## config.mk

```make
export PLATFORM = sky130hd
export DESIGN_NAME = pv_mode_seq
export DESIGN_NICKNAME = d
export VERILOG_FILES = /design/src/rtl/pv_seq_pkg.sv /design/src/rtl/pv_ms_timer.sv /design/src/rtl/pv_limit_decode.sv /design/src/rtl/pv_power_watch.sv /design/src/rtl/pv_mode_seq.sv
export SDC_FILE = /design/constraint.sdc
export NUM_CORES = 1
export LEC_CHECK = 0
export CAP_MARGIN = 0
export CELL_PAD_IN_SITES_DETAIL_PLACEMENT = 2
export CELL_PAD_IN_SITES_GLOBAL_PLACEMENT = 2
export CORE_ASPECT_RATIO = 1.75
export CORE_UTILIZATION = 38
export DETAILED_ROUTE_END_ITERATION = 10
export GPL_ROUTABILITY_DRIVEN = 0
export PLACE_DENSITY = 0.91
export SLEW_MARGIN = 20
export SYNTH_ARGS = -nofsm -noshare
export SYNTH_HDL_FRONTEND = slang
export SYNTH_HIERARCHICAL = 1
export SYNTH_SLANG_ARGS = --single-unit
```

## constraint.sdc

```tcl
create_clock -name clk -period 12.3 [get_ports clk]
set_input_delay 2.46 -clock clk [delete_from_list [all_inputs] [get_ports clk]]
set_output_delay 2.46 -clock clk [all_outputs]
set_load 0.05 [all_outputs]
```

## src/rtl/pv_seq_pkg.sv

```systemverilog
package pv_seq_pkg;

  typedef enum logic [2:0] {
    MODE_IDLE      = 3'd0,
    MODE_RAMP      = 3'd1,
    MODE_PASS_WAIT = 3'd2,
    MODE_PASS      = 3'd3,
    MODE_TRACK     = 3'd4
  } pv_mode_e;

  function automatic int unsigned max_u(input int unsigned a, input int unsigned b);
    return (a > b) ? a : b;
  endfunction

endpackage

```

## src/rtl/pv_ms_timer.sv

```systemverilog
// Saturating millisecond counter; hit means the limit is met including this cycle's increment.
module pv_ms_timer #(
  parameter int W = 17
) (
  input  logic         clk,
  input  logic         rst,
  input  logic         clr,
  input  logic         inc,
  input  logic [W-1:0] limit,
  output logic         hit
);

  logic [W-1:0] cnt;
  logic [W:0]   cnt_next;

  always_ff @(posedge clk) begin
    if (rst || clr) begin
      cnt <= '0;
    end else if (inc && (cnt != {W{1'b1}})) begin
      cnt <= cnt + 1'b1;
    end
  end

  assign cnt_next = {1'b0, cnt} + {{W{1'b0}}, inc};
  assign hit      = (cnt_next >= {1'b0, limit});

endmodule

```

## src/rtl/pv_limit_decode.sv

```systemverilog
// Turns the configuration codes into millisecond limits.
module pv_limit_decode #(
  parameter int          W             = 17,
  parameter int unsigned START_UNIT_MS = 60000,
  parameter int unsigned UNITY_BASE_MS = 200
) (
  input  logic [1:0]   start_sel,
  input  logic [1:0]   unity_sel,
  output logic [W-1:0] start_lim,
  output logic [W-1:0] unity_lim
);

  localparam logic [W-1:0] START_ONE = W'(START_UNIT_MS);
  localparam logic [W-1:0] START_TWO = W'(2 * START_UNIT_MS);
  localparam logic [W-1:0] UNITY_X1  = W'(UNITY_BASE_MS);
  localparam logic [W-1:0] UNITY_X2  = W'(2 * UNITY_BASE_MS);
  localparam logic [W-1:0] UNITY_X5  = W'(5 * UNITY_BASE_MS);
  localparam logic [W-1:0] UNITY_X10 = W'(10 * UNITY_BASE_MS);

  always_comb begin
    case (start_sel)
      2'd0:    start_lim = '0;
      2'd1:    start_lim = START_ONE;
      2'd2:    start_lim = START_TWO;
      default: start_lim = START_ONE;
    endcase
  end

  always_comb begin
    case (unity_sel)
      2'd0:    unity_lim = UNITY_X1;
      2'd1:    unity_lim = UNITY_X2;
      2'd2:    unity_lim = UNITY_X5;
      default: unity_lim = UNITY_X10;
    endcase
  end

endmodule

```

## src/rtl/pv_power_watch.sv

```systemverilog
// Holds the power baseline and flags a drift beyond the selected fraction of it.
module pv_power_watch #(
  parameter int PW           = 16,
  parameter int COARSE_SHIFT = 5,
  parameter int FINE_SHIFT   = 6
) (
  input  logic          clk,
  input  logic          rst,
  input  logic          capture,
  input  logic [PW-1:0] pwr,
  input  logic          fine_sel,
  output logic          moved
);

  logic [PW-1:0] base_q;
  logic [PW-1:0] diff;
  logic [PW-1:0] band;

  always_ff @(posedge clk) begin
    if (rst) begin
      base_q <= '0;
    end else if (capture) begin
      base_q <= pwr;
    end
  end

  always_comb begin
    diff  = (pwr >= base_q) ? (pwr - base_q) : (base_q - pwr);
    band  = fine_sel ? (base_q >> FINE_SHIFT) : (base_q >> COARSE_SHIFT);
    moved = (diff > band);
  end

endmodule

```

## src/rtl/pv_mode_seq.sv

```systemverilog
module pv_mode_seq
  import pv_seq_pkg::*;
#(
  parameter int          CUR_W         = 10,
  parameter int          PWR_W         = 16,
  parameter int unsigned SOFT_MS       = 250,
  parameter int unsigned START_UNIT_MS = 60000,
  parameter int unsigned RECHECK_MS    = 60000,
  parameter int unsigned WINDOW_MS     = 4000,
  parameter int unsigned UNITY_BASE_MS = 200
) (
  input  logic             clk,
  input  logic             rst,
  input  logic             tick_ms,
  input  logic             hold_n,
  input  logic             panel_pin_n,
  input  logic             pin_override,
  input  logic             pin_override_val,
  input  logic [CUR_W-1:0] iout,
  input  logic [PWR_W-1:0] pout,
  input  logic             at_unity,
  input  logic [1:0]       cfg_start_sel,
  input  logic [1:0]       cfg_unity_sel,
  input  logic             cfg_fine_pwr,
  input  logic [CUR_W-1:0] thr_start,
  input  logic [CUR_W-1:0] thr_exit,
  output logic [2:0]       mode,
  output logic             mppt_en,
  output logic             panel_req
);

  localparam int unsigned LONGEST = max_u(max_u(SOFT_MS, 2 * START_UNIT_MS),
                                          max_u(max_u(RECHECK_MS, WINDOW_MS), 10 * UNITY_BASE_MS));
  localparam int TW = $clog2(LONGEST + 2);

  localparam logic [TW-1:0] SOFT_LIM    = TW'(SOFT_MS);
  localparam logic [TW-1:0] RECHECK_LIM = TW'(RECHECK_MS);
  localparam logic [TW-1:0] WINDOW_LIM  = TW'(WINDOW_MS);

  pv_mode_e st, nxt;

  logic          force_req;
  logic          above_start;
  logic          below_exit;
  logic          seen_q;
  logic          armed_q;
  logic          armed_now;
  logic          recheck_q;
  logic          recheck_nxt;
  logic          mppt_q;
  logic          panel_q;

  logic [TW-1:0] start_lim;
  logic [TW-1:0] unity_lim;
  logic [TW-1:0] stg_lim;
  logic          stg_clr;
  logic          stg_inc;
  logic          stg_hit;
  logic          uty_clr;
  logic          uty_hit;
  logic          pwr_capture;
  logic          pwr_moved;

  assign force_req   = pin_override ? pin_override_val : ~panel_pin_n;
  assign above_start = (iout > thr_start);
  assign below_exit  = (iout < thr_exit);
  assign armed_now   = armed_q | above_start;

  pv_limit_decode #(
    .W             (TW),
    .START_UNIT_MS (START_UNIT_MS),
    .UNITY_BASE_MS (UNITY_BASE_MS)
  ) lim_i (
    .start_sel (cfg_start_sel),
    .unity_sel (cfg_unity_sel),
    .start_lim (start_lim),
    .unity_lim (unity_lim)
  );

  // Stage timer: ramp length, start time, re-check period, re-check window.
  always_comb begin
    stg_lim = SOFT_LIM;
    stg_inc = 1'b0;
    case (st)
      MODE_RAMP: begin
        stg_lim = SOFT_LIM;
        stg_inc = tick_ms;
      end
      MODE_PASS_WAIT: begin
        stg_lim = start_lim;
        stg_inc = tick_ms & armed_now;
      end
      MODE_PASS: begin
        stg_lim = RECHECK_LIM;
        stg_inc = tick_ms;
      end
      MODE_TRACK: begin
        stg_lim = WINDOW_LIM;
        stg_inc = tick_ms & recheck_q;
      end
      default: begin
        stg_lim = SOFT_LIM;
        stg_inc = 1'b0;
      end
    endcase
  end

  assign stg_clr = (nxt != st) || (st == MODE_IDLE) ||
                   ((st == MODE_PASS) && force_req) ||
                   ((st == MODE_TRACK) && !recheck_q);

  pv_ms_timer #(.W(TW)) stg_tmr_i (
    .clk   (clk),
    .rst   (rst),
    .clr   (stg_clr),
    .inc   (stg_inc),
    .limit (stg_lim),
    .hit   (stg_hit)
  );

  // Unity-ratio run timer, active only while tracking.
  assign uty_clr = (st != MODE_TRACK) || (nxt != MODE_TRACK) || !at_unity;

  pv_ms_timer #(.W(TW)) uty_tmr_i (
    .clk   (clk),
    .rst   (rst),
    .clr   (uty_clr),
    .inc   (tick_ms),
    .limit (unity_lim),
    .hit   (uty_hit)
  );

  // Baseline taken on panel entry and in every forced panel cycle.
  assign pwr_capture = (nxt == MODE_PASS) && ((st != MODE_PASS) || force_req);

  pv_power_watch #(.PW(PWR_W)) pwr_i (
    .clk      (clk),
    .rst      (rst),
    .capture  (pwr_capture),
    .pwr      (pout),
    .fine_sel (cfg_fine_pwr),
    .moved    (pwr_moved)
  );

  // Next-state decision.
  always_comb begin
    nxt = st;
    if (!hold_n) begin
      nxt = MODE_IDLE;
    end else begin
      case (st)
        MODE_IDLE: nxt = MODE_RAMP;
        MODE_RAMP: begin
          if (force_req)    nxt = MODE_PASS;
          else if (stg_hit) nxt = (seen_q || above_start) ? MODE_TRACK : MODE_PASS_WAIT;
        end
        MODE_PASS_WAIT: begin
          if (force_req)                 nxt = MODE_PASS;
          else if (armed_now && stg_hit) nxt = MODE_PASS;
        end
        MODE_PASS: begin
          if (!force_req && (pwr_moved || stg_hit)) nxt = MODE_TRACK;
        end
        MODE_TRACK: begin
          if (force_req)                   nxt = MODE_PASS;
          else if (below_exit)             nxt = MODE_PASS_WAIT;
          else if (uty_hit && at_unity)    nxt = MODE_PASS;
          else if (recheck_q && stg_hit)   nxt = MODE_PASS;
        end
        default: nxt = MODE_IDLE;
      endcase
    end
  end

  // A re-check entry is bounded; a power-drift entry is not.
  always_comb begin
    recheck_nxt = 1'b0;
    if (nxt == MODE_TRACK) begin
      if (st == MODE_PASS)       recheck_nxt = !pwr_moved;
      else if (st == MODE_TRACK) recheck_nxt = recheck_q;
    end
  end

  always_ff @(posedge clk) begin
    if (rst) begin
      st        <= MODE_IDLE;
      seen_q    <= 1'b0;
      armed_q   <= 1'b0;
      recheck_q <= 1'b0;
      mppt_q    <= 1'b0;
      panel_q   <= 1'b0;
    end else begin
      st        <= nxt;
      seen_q    <= (st == MODE_RAMP) && (nxt == MODE_RAMP) && (seen_q || above_start);
      armed_q   <= (st == MODE_PASS_WAIT) && (nxt == MODE_PASS_WAIT) && armed_now;
      recheck_q <= recheck_nxt;
      mppt_q    <= (nxt == MODE_TRACK);
      panel_q   <= (nxt == MODE_PASS) || (nxt == MODE_PASS_WAIT);
    end
  end

  assign mode      = st;
  assign mppt_en   = mppt_q;
  assign panel_req = panel_q;

endmodule

```

# Word-level counts from Yosys, hierarchy flattened
# Index checks and enable logic that the tools add are counted.
[classes]
addsub = 6
magnitude_cmp = 6
n_eq_ne = 18
mux = 21
bitwise_logic = 5
reduce_logical = 33
[op_table]
columns = ["op", "n"]
rows = [
  ["case mux 17 bit (3 select lines)", 1],
  ["adder 17 x 1 -> 18 bit", 2],
  ["adder 17 x 1 -> 17 bit, second input constant", 2],
  ["!= test 17 bit, second input constant", 2],
  ["case mux 17 bit (2 select lines)", 1],
  ["two-way mux 3 bit", 11],
  ["case mux 11 bit (3 select lines)", 1],
  ["subtractor 16 bit", 2],
  ["greater-or-equal comparator 18 x 11 -> 1 bit", 1],
  ["greater-or-equal comparator 18 x 17 -> 1 bit", 1],
  ["greater-or-equal comparator 16 bit", 1],
  ["> comparator 16 bit", 1],
  ["two-way mux 16 bit", 1],
  ["case mux 3 bit (5 select lines)", 1],
  ["logical AND 1 bit", 13],
  ["equality test 3 x 2 -> 1 bit, second input constant", 4],
  ["logical OR 1 bit", 11],
  ["two-way mux 11 bit", 1],
  ["> comparator 10 bit", 1],
  ["< comparator 10 bit", 1],
  ["equality test 3 x 1 -> 1 bit, second input constant", 2],
  ["equality test 3 bit, second input constant", 2],
  ["!= test 3 bit, second input constant", 2],
  ["equality test 2 bit, second input constant", 2],
  ["other kinds (13)", 22],
]
[totals]
ff_bits = 58
in_bits = 59
output_inout_bits = 5

# Depth between registers and ports, before layout
[depth]
depth_word = 18
ltp_mapped = 33
mapped_depth_nobuf = 30

# Hierarchy
# The synthesis kept the hierarchy.
[modules_own_cells]
columns = ["mod", "instances", "cells_each", "area_per_inst_um2", "seq_area_each_um2"]
rows = [
  ["pv_power_watch", 1, 349, 2685.1, 320.3],
  ["pv_ms_timer (uty_tmr_i)", 1, 202, 1582.8, 340.3],
  ["pv_ms_timer (stg_tmr_i)", 1, 189, 1470.2, 340.3],
  ["pv_mode_seq", 1, 181, 1268.7, 160.2],
  ["pv_limit_decode", 1, 36, 240.2, 0.0],
]

# Worst setup path before layout
# Ideal clock, no wire load.
[synth_timing]
path_type = "input to register"
startpoint = "input port thr_start[4]"
endpoint = "register pwr_i.base_q[10]"
setup_ns = 0.128
t_arrival_ns = 8.130
required_ns = 12.172
slack_ns = 4.043
cell_stages = 31
n_path_buf = 3
path_cell_list = "inv_1 ha_1 and4_1 o21a_1 o31ai_1 nand3b_1 a21oi_1 o21ai_0 and2_1 ha_1 ha_1 nand3_1 or2b_1 nor2_1 xor2_1 ha_1 nand4_1 o41ai_1 a21oi_1 o311a_1 o31ai_1 clkbuf_1 a22o_1 a2111oi_4 o21a_4 a211o_1 a21oi_1 clkbuf_1 buf_1 mux2i_1 nor2_1"
[synth_between]
elab_chain_cells = 15
[synth_rtl]
columns = ["element", "line", "text"]
rows = [
  ["start, declared", "pv_mode_seq.sv:25", "input logic [CUR_W-1:0] thr_start,"],
  ["> comparator 10 bit (*)", "pv_mode_seq.sv:65", "assign above_start = (iout > thr_start);"],
  ["OR 1 bit (*)", "pv_mode_seq.sv:67", "assign armed_now = armed_q | above_start;"],
  ["AND 1 bit (*)", "pv_mode_seq.sv:91", "stg_inc = tick_ms & armed_now;"],
  ["case mux 1 bit (3 select lines) (*)", "pv_mode_seq.sv:84", "case (st)"],
  ["named net stg_inc", "pv_mode_seq.sv:57", "logic stg_inc;"],
  ["adder 17 x 1 -> 18 bit (*)", "pv_ms_timer.sv:24", "assign cnt_next = {1'b0, cnt} + {{W{1'b0}}, inc};"],
  ["greater-or-equal comparator 18 x 17 -> 1 bit (*)", "pv_ms_timer.sv:25", "assign hit = (cnt_next >= {1'b0, limit});"],
  ["named net stg_hit", "pv_mode_seq.sv:58", "logic stg_hit;"],
  ["(+2 left out)", "-", ""],
  ["two-way mux 3 bit", "pv_mode_seq.sv:167", "else if (uty_hit && at_unity) nxt = MODE_PASS;"],
  ["two-way mux 3 bit", "pv_mode_seq.sv:166", "else if (below_exit) nxt = MODE_PASS_WAIT;"],
  ["two-way mux 3 bit", "pv_mode_seq.sv:165", "if (force_req) nxt = MODE_PASS;"],
  ["case mux 3 bit (5 select lines) (*)", "pv_mode_seq.sv:151", "case (st)"],
  ["two-way mux 3 bit (*)", "pv_mode_seq.sv:148", "if (!hold_n) begin"],
  ["equality test 3 x 2 -> 1 bit (*)", "pv_mode_seq.sv:134", "assign pwr_capture = (nxt == MODE_PASS) && ((st != MODE_PASS) || force_req);"],
  ["logical AND 1 bit (*)", "pv_mode_seq.sv:134", ""],
  ["named net pwr_capture", "pv_mode_seq.sv:61", "logic pwr_capture;"],
  ["end signal, assigned", "pv_power_watch.sv:23", "base_q <= pwr;"],
  ["end, declared", "pv_power_watch.sv:15", "logic [PW-1:0] base_q;"],
]
# Mark *: on every way through the listed nets, which the timed path passes. The rest lies on a longest branch.
# A chain may end at the register's enable or synchronous reset.

# Final worst setup path
[layout_timing]
startpoint = "input port thr_start[4]"
endpoint = "register uty_tmr_i.cnt[14]"
[layout_between]
elab_chain_cells = 17
[layout_rtl]
columns = ["element", "line", "text"]
rows = [
  ["> comparator 10 bit (*)", "pv_mode_seq.sv:65", ""],
  ["OR 1 bit (*)", "pv_mode_seq.sv:67", ""],
  ["AND 1 bit (*)", "pv_mode_seq.sv:91", ""],
  ["case mux 1 bit (3 select lines) (*)", "pv_mode_seq.sv:84", ""],
  ["named net stg_inc", "pv_mode_seq.sv:57", ""],
  ["adder 17 x 1 -> 18 bit (*)", "pv_ms_timer.sv:24", ""],
  ["greater-or-equal comparator 18 x 17 -> 1 bit (*)", "pv_ms_timer.sv:25", ""],
  ["named net stg_hit", "pv_mode_seq.sv:58", ""],
  ["(+3 left out)", "-", ""],
  ["two-way mux 3 bit", "pv_mode_seq.sv:166", ""],
  ["two-way mux 3 bit", "pv_mode_seq.sv:165", ""],
  ["case mux 3 bit (5 select lines) (*)", "pv_mode_seq.sv:151", ""],
  ["two-way mux 3 bit (*)", "pv_mode_seq.sv:148", ""],
  ["!= test 3 bit (*)", "pv_mode_seq.sv:122", "assign uty_clr = (st != MODE_TRACK) || (nxt != MODE_TRACK) || !at_unity;"],
  ["logical OR 1 bit (*) (2 in series)", "pv_mode_seq.sv:122", ""],
  ["named net uty_clr", "pv_mode_seq.sv:59", "logic uty_clr;"],
  ["logical OR 1 bit (*)", "pv_ms_timer.sv:17", "if (rst || clr) begin"],
  ["end signal, assigned", "pv_ms_timer.sv:20", "cnt <= cnt + 1'b1;"],
  ["end, declared", "pv_ms_timer.sv:13", "logic [W-1:0] cnt;"],
]
# Marked as above.

==> results.sh <==
export IMPL_fmax_mhz=108.9
export IMPL_io_buffers=63
export IMPL_worstPathMaxFanout=16
export IMPL_p_per_area_mw_per_mm2=78.73
export IMPL_drv_cap=0
export IMPL_post_cts_setup_buffers=0
export IMPL_synthCells=957
export IMPL_synth_seq_cells=58
export IMPL_fin_worst_skew_ns=0.008203
export IMPL_n_fill_cell=2153
export IMPL_path_clk_slew_ns=0.06
export IMPL_track_usage=0.2700
export IMPL_status="complete, no violations"
export IMPL_h_tree_depth=3
export IMPL_yosysUniqueCellTypes=87
export IMPL_seq_area_mm2=0.001161
export IMPL_antenna_found_initial=0
export IMPL_clock_latency_ns=0.35
export IMPL_synth_edf_count=0
export IMPL_cts_tree="yes"
export IMPL_yosysSeqAreaShare=0.1602
export IMPL_synthTopCellsByArea="ha_1 (18%), dfxtp_1 (16%), inv_1 (5.1%), a21oi_1 (5.0%), nor2_1 (4.7%)"
export IMPL_core_rowCount=66
export IMPL_synth_avg_cell_area_um2=7.573
export IMPL_multi_input_area_mm2=0.005320
export IMPL_rrSetupSlack_ns=5.53
export IMPL_finalNetCount=1136
export IMPL_grt_overflow_total=0
export IMPL_yosysTopAreaCellShare=0.1778
export IMPL_die_area_mm2=0.01965
export IMPL_total_power_uw=640.4
export IMPL_p_leak_nw=3.414
export IMPL_crit_family="simple AND/OR/NAND/NOR gates"
export IMPL_crit_slowest_cell="or4_1"
export IMPL_worst_slew_pin_slew_ns=0.9489
export IMPL_drt_vias_per_instance=5.828
export IMPL_async_flop_share=0
export IMPL_ir_drop_mv=0.07430
export IMPL_period_minus_slack_ns=9.182
export IMPL_synth_area_mm2=0.007247
export IMPL_crit_arrival_ns=9.48
export IMPL_rsz0062_at_grt="no"
export IMPL_max_stage_delay_ns=0.57
export IMPL_cts_buffer_depth=2
export IMPL_first_pass_iters=4
export IMPL_setup_tns_ns=0
export IMPL_ctsHoldBuffers=0
export IMPL_slew_violations=0
export IMPL_finalSetupViolCount=0
export IMPL_grt_first_pass_wirelength_um=41300
export IMPL_cts_buffers=9
export IMPL_critPathCaptureType="flop"
export IMPL_critPathKind="input port to flop"
export IMPL_wire_per_inst_um=21.18
export IMPL_final_hold_viol_count=0
export IMPL_most_common_layout_cells="ha_1 (103), inv_1 (99), nor2_1 (91), a21oi_1 (72), clkdlybuf4s50_1 (63)"
export IMPL_period_share=0.7465
export IMPL_cp_start_kind="input port"
export IMPL_drc=0
export IMPL_ant_nets=0
export IMPL_io_pins=64
export IMPL_layout_commonest_cell="ha_1"
export IMPL_cts_root_buf="clkbuf_16"
export IMPL_drive_gt1_frac=0.05220
export IMPL_dp_hpwl_um=19400
export IMPL_hold_path_class="flop to flop"
export IMPL_initial_core_util=0.3883
export IMPL_ys_flop_type="dfxtp_1"
export IMPL_cts_resized=0
export IMPL_relSlewSlack=0.3594
export IMPL_die_h_um=184.7
export IMPL_clock_sinks=58
export IMPL_area_growth_pct=12.24
export IMPL_antenna_cells=0
export IMPL_dieWidth_um=106.4
export IMPL_yosysWarnings=6
export IMPL_synth_top_area_cell="ha_1"
export IMPL_drtIter0Drc=274
export IMPL_wl_um=25740
export IMPL_core_area_mm2=0.01866
export IMPL_cp_required_ns=12.60
export IMPL_grt_start_max_net_pins=27
export IMPL_grt_pass1_vias=7902
export IMPL_crit_buf_inv=3
export IMPL_vias=7081
export IMPL_crit_top_cell="ha_1"
## flip-flops by register name, indices dropped and copies added, names as in the netlist
register / count
armed_q: 1
mode: 3
mppt_en: 1
panel_req: 1
pwr_i/base_q: 16
recheck_q: 1
seen_q: 1
stg_tmr_i/cnt: 17
uty_tmr_i/cnt: 17
## cell families (layout without fill, tap and decap cells)
group | after synthesis | count (layout) | synth area share
buffers and inverters | 176 | 182 | 0.1134
adder cells (fa/ha/maj) | 105 | 105 | 0.1834
AND/OR/NAND/NOR | 311 | 311 | 0.2253
other | 2 | 16 | 0.001036
flip-flops | 58 | 58 | 0.1602
XOR/XNOR | 59 | 59 | 0.07131
AO/OA/AOI/OAI | 207 | 207 | 0.1896
multiplexers | 39 | 39 | 0.05577
## per-stage QoR
stage	util	instance area (um2)	hold WS, ns	cells	setup slack, ns
floorplan	-	7300	0.4606	971	4.043
global placement	0.4183	7807	0.5018	1199	3.286
detailed placement	0.4183	7807	0.5196	1199	2.829
CTS	0.4358	8134	0.5280	1215	3.126
global route	0.4358	8134	0.5578	1215	2.687
finish	0.4358	8134	0.5218	1215	3.118
## path summary, 6_finish.rpt
check / start / to / depth (start not counted)
worst max-delay path: thr_start[4] / uty_tmr_i/cnt[14] / 31
worst min-delay path: uty_tmr_i/cnt[1] / uty_tmr_i/cnt[1] / 2
worst max register to register: pwr_i/base_q[0] / pwr_i/base_q[12] / 28
worst min register to register: uty_tmr_i/cnt[1] / uty_tmr_i/cnt[1] / 2
## report_power, final
part | internal, mW | leakage [nW] | switching, mW
Combinational | 0.0672 | 2.79 | 0.0939
Clock | 0.179 | 0.152 | 0.109
Sequential | 0.189 | 0.468 | 0.00271
Total | 0.435 | 3.41 | 0.205
## synth_stat cells, types with 11 or more instances
| library cell | n |
|---|---|
| xor2_1 | 34 |
| a21oi_1 | 73 |
| xnor2_1 | 25 |
| buf_4 | 28 |
| o21ai_0 | 36 |
| nand3_1 | 22 |
| nand2_1 | 50 |
| a21o_1 | 12 |
| nor3_1 | 13 |
| and2_1 | 11 |
| buf_2 | 12 |
| nand4_1 | 40 |
| ha_1 | 103 |
| nor2_1 | 91 |
| clkbuf_1 | 26 |
| nand2b_1 | 12 |
| mux2i_1 | 34 |
| inv_1 | 99 |
| dfxtp_1 | 58 |
## routing by layer
layer	vias up	GRT usage	wire length (um)
li1	3350	-	-
met1	3502	0.2509	9218
met2	159	0.5496	14650
met3	70	0.04031	748
met4	0	0.1389	1115
met5	-	0	0
## worst min-delay path: stages (launching register included)
cell and delay [ns]:
dfxtp_1 0.35, nand2_1 0.07, a21oi_1 0.06
## layout make-up
| class | count | area share |
|---|---|---|
| Clock buffer | 9 | 0.02769 |
| Inverter | 100 | 0.04615 |
| Multi-Input combinational cell | 737 | 0.6541 |
| Sequential cell | 58 | 0.1427 |
| Timing Repair Buffer | 66 | 0.08030 |
| Tap cell | 238 | 0.03661 |
| Clock inverter | 7 | 0.01246 |
Note: power is estimated with default switching activity, not from simulation.
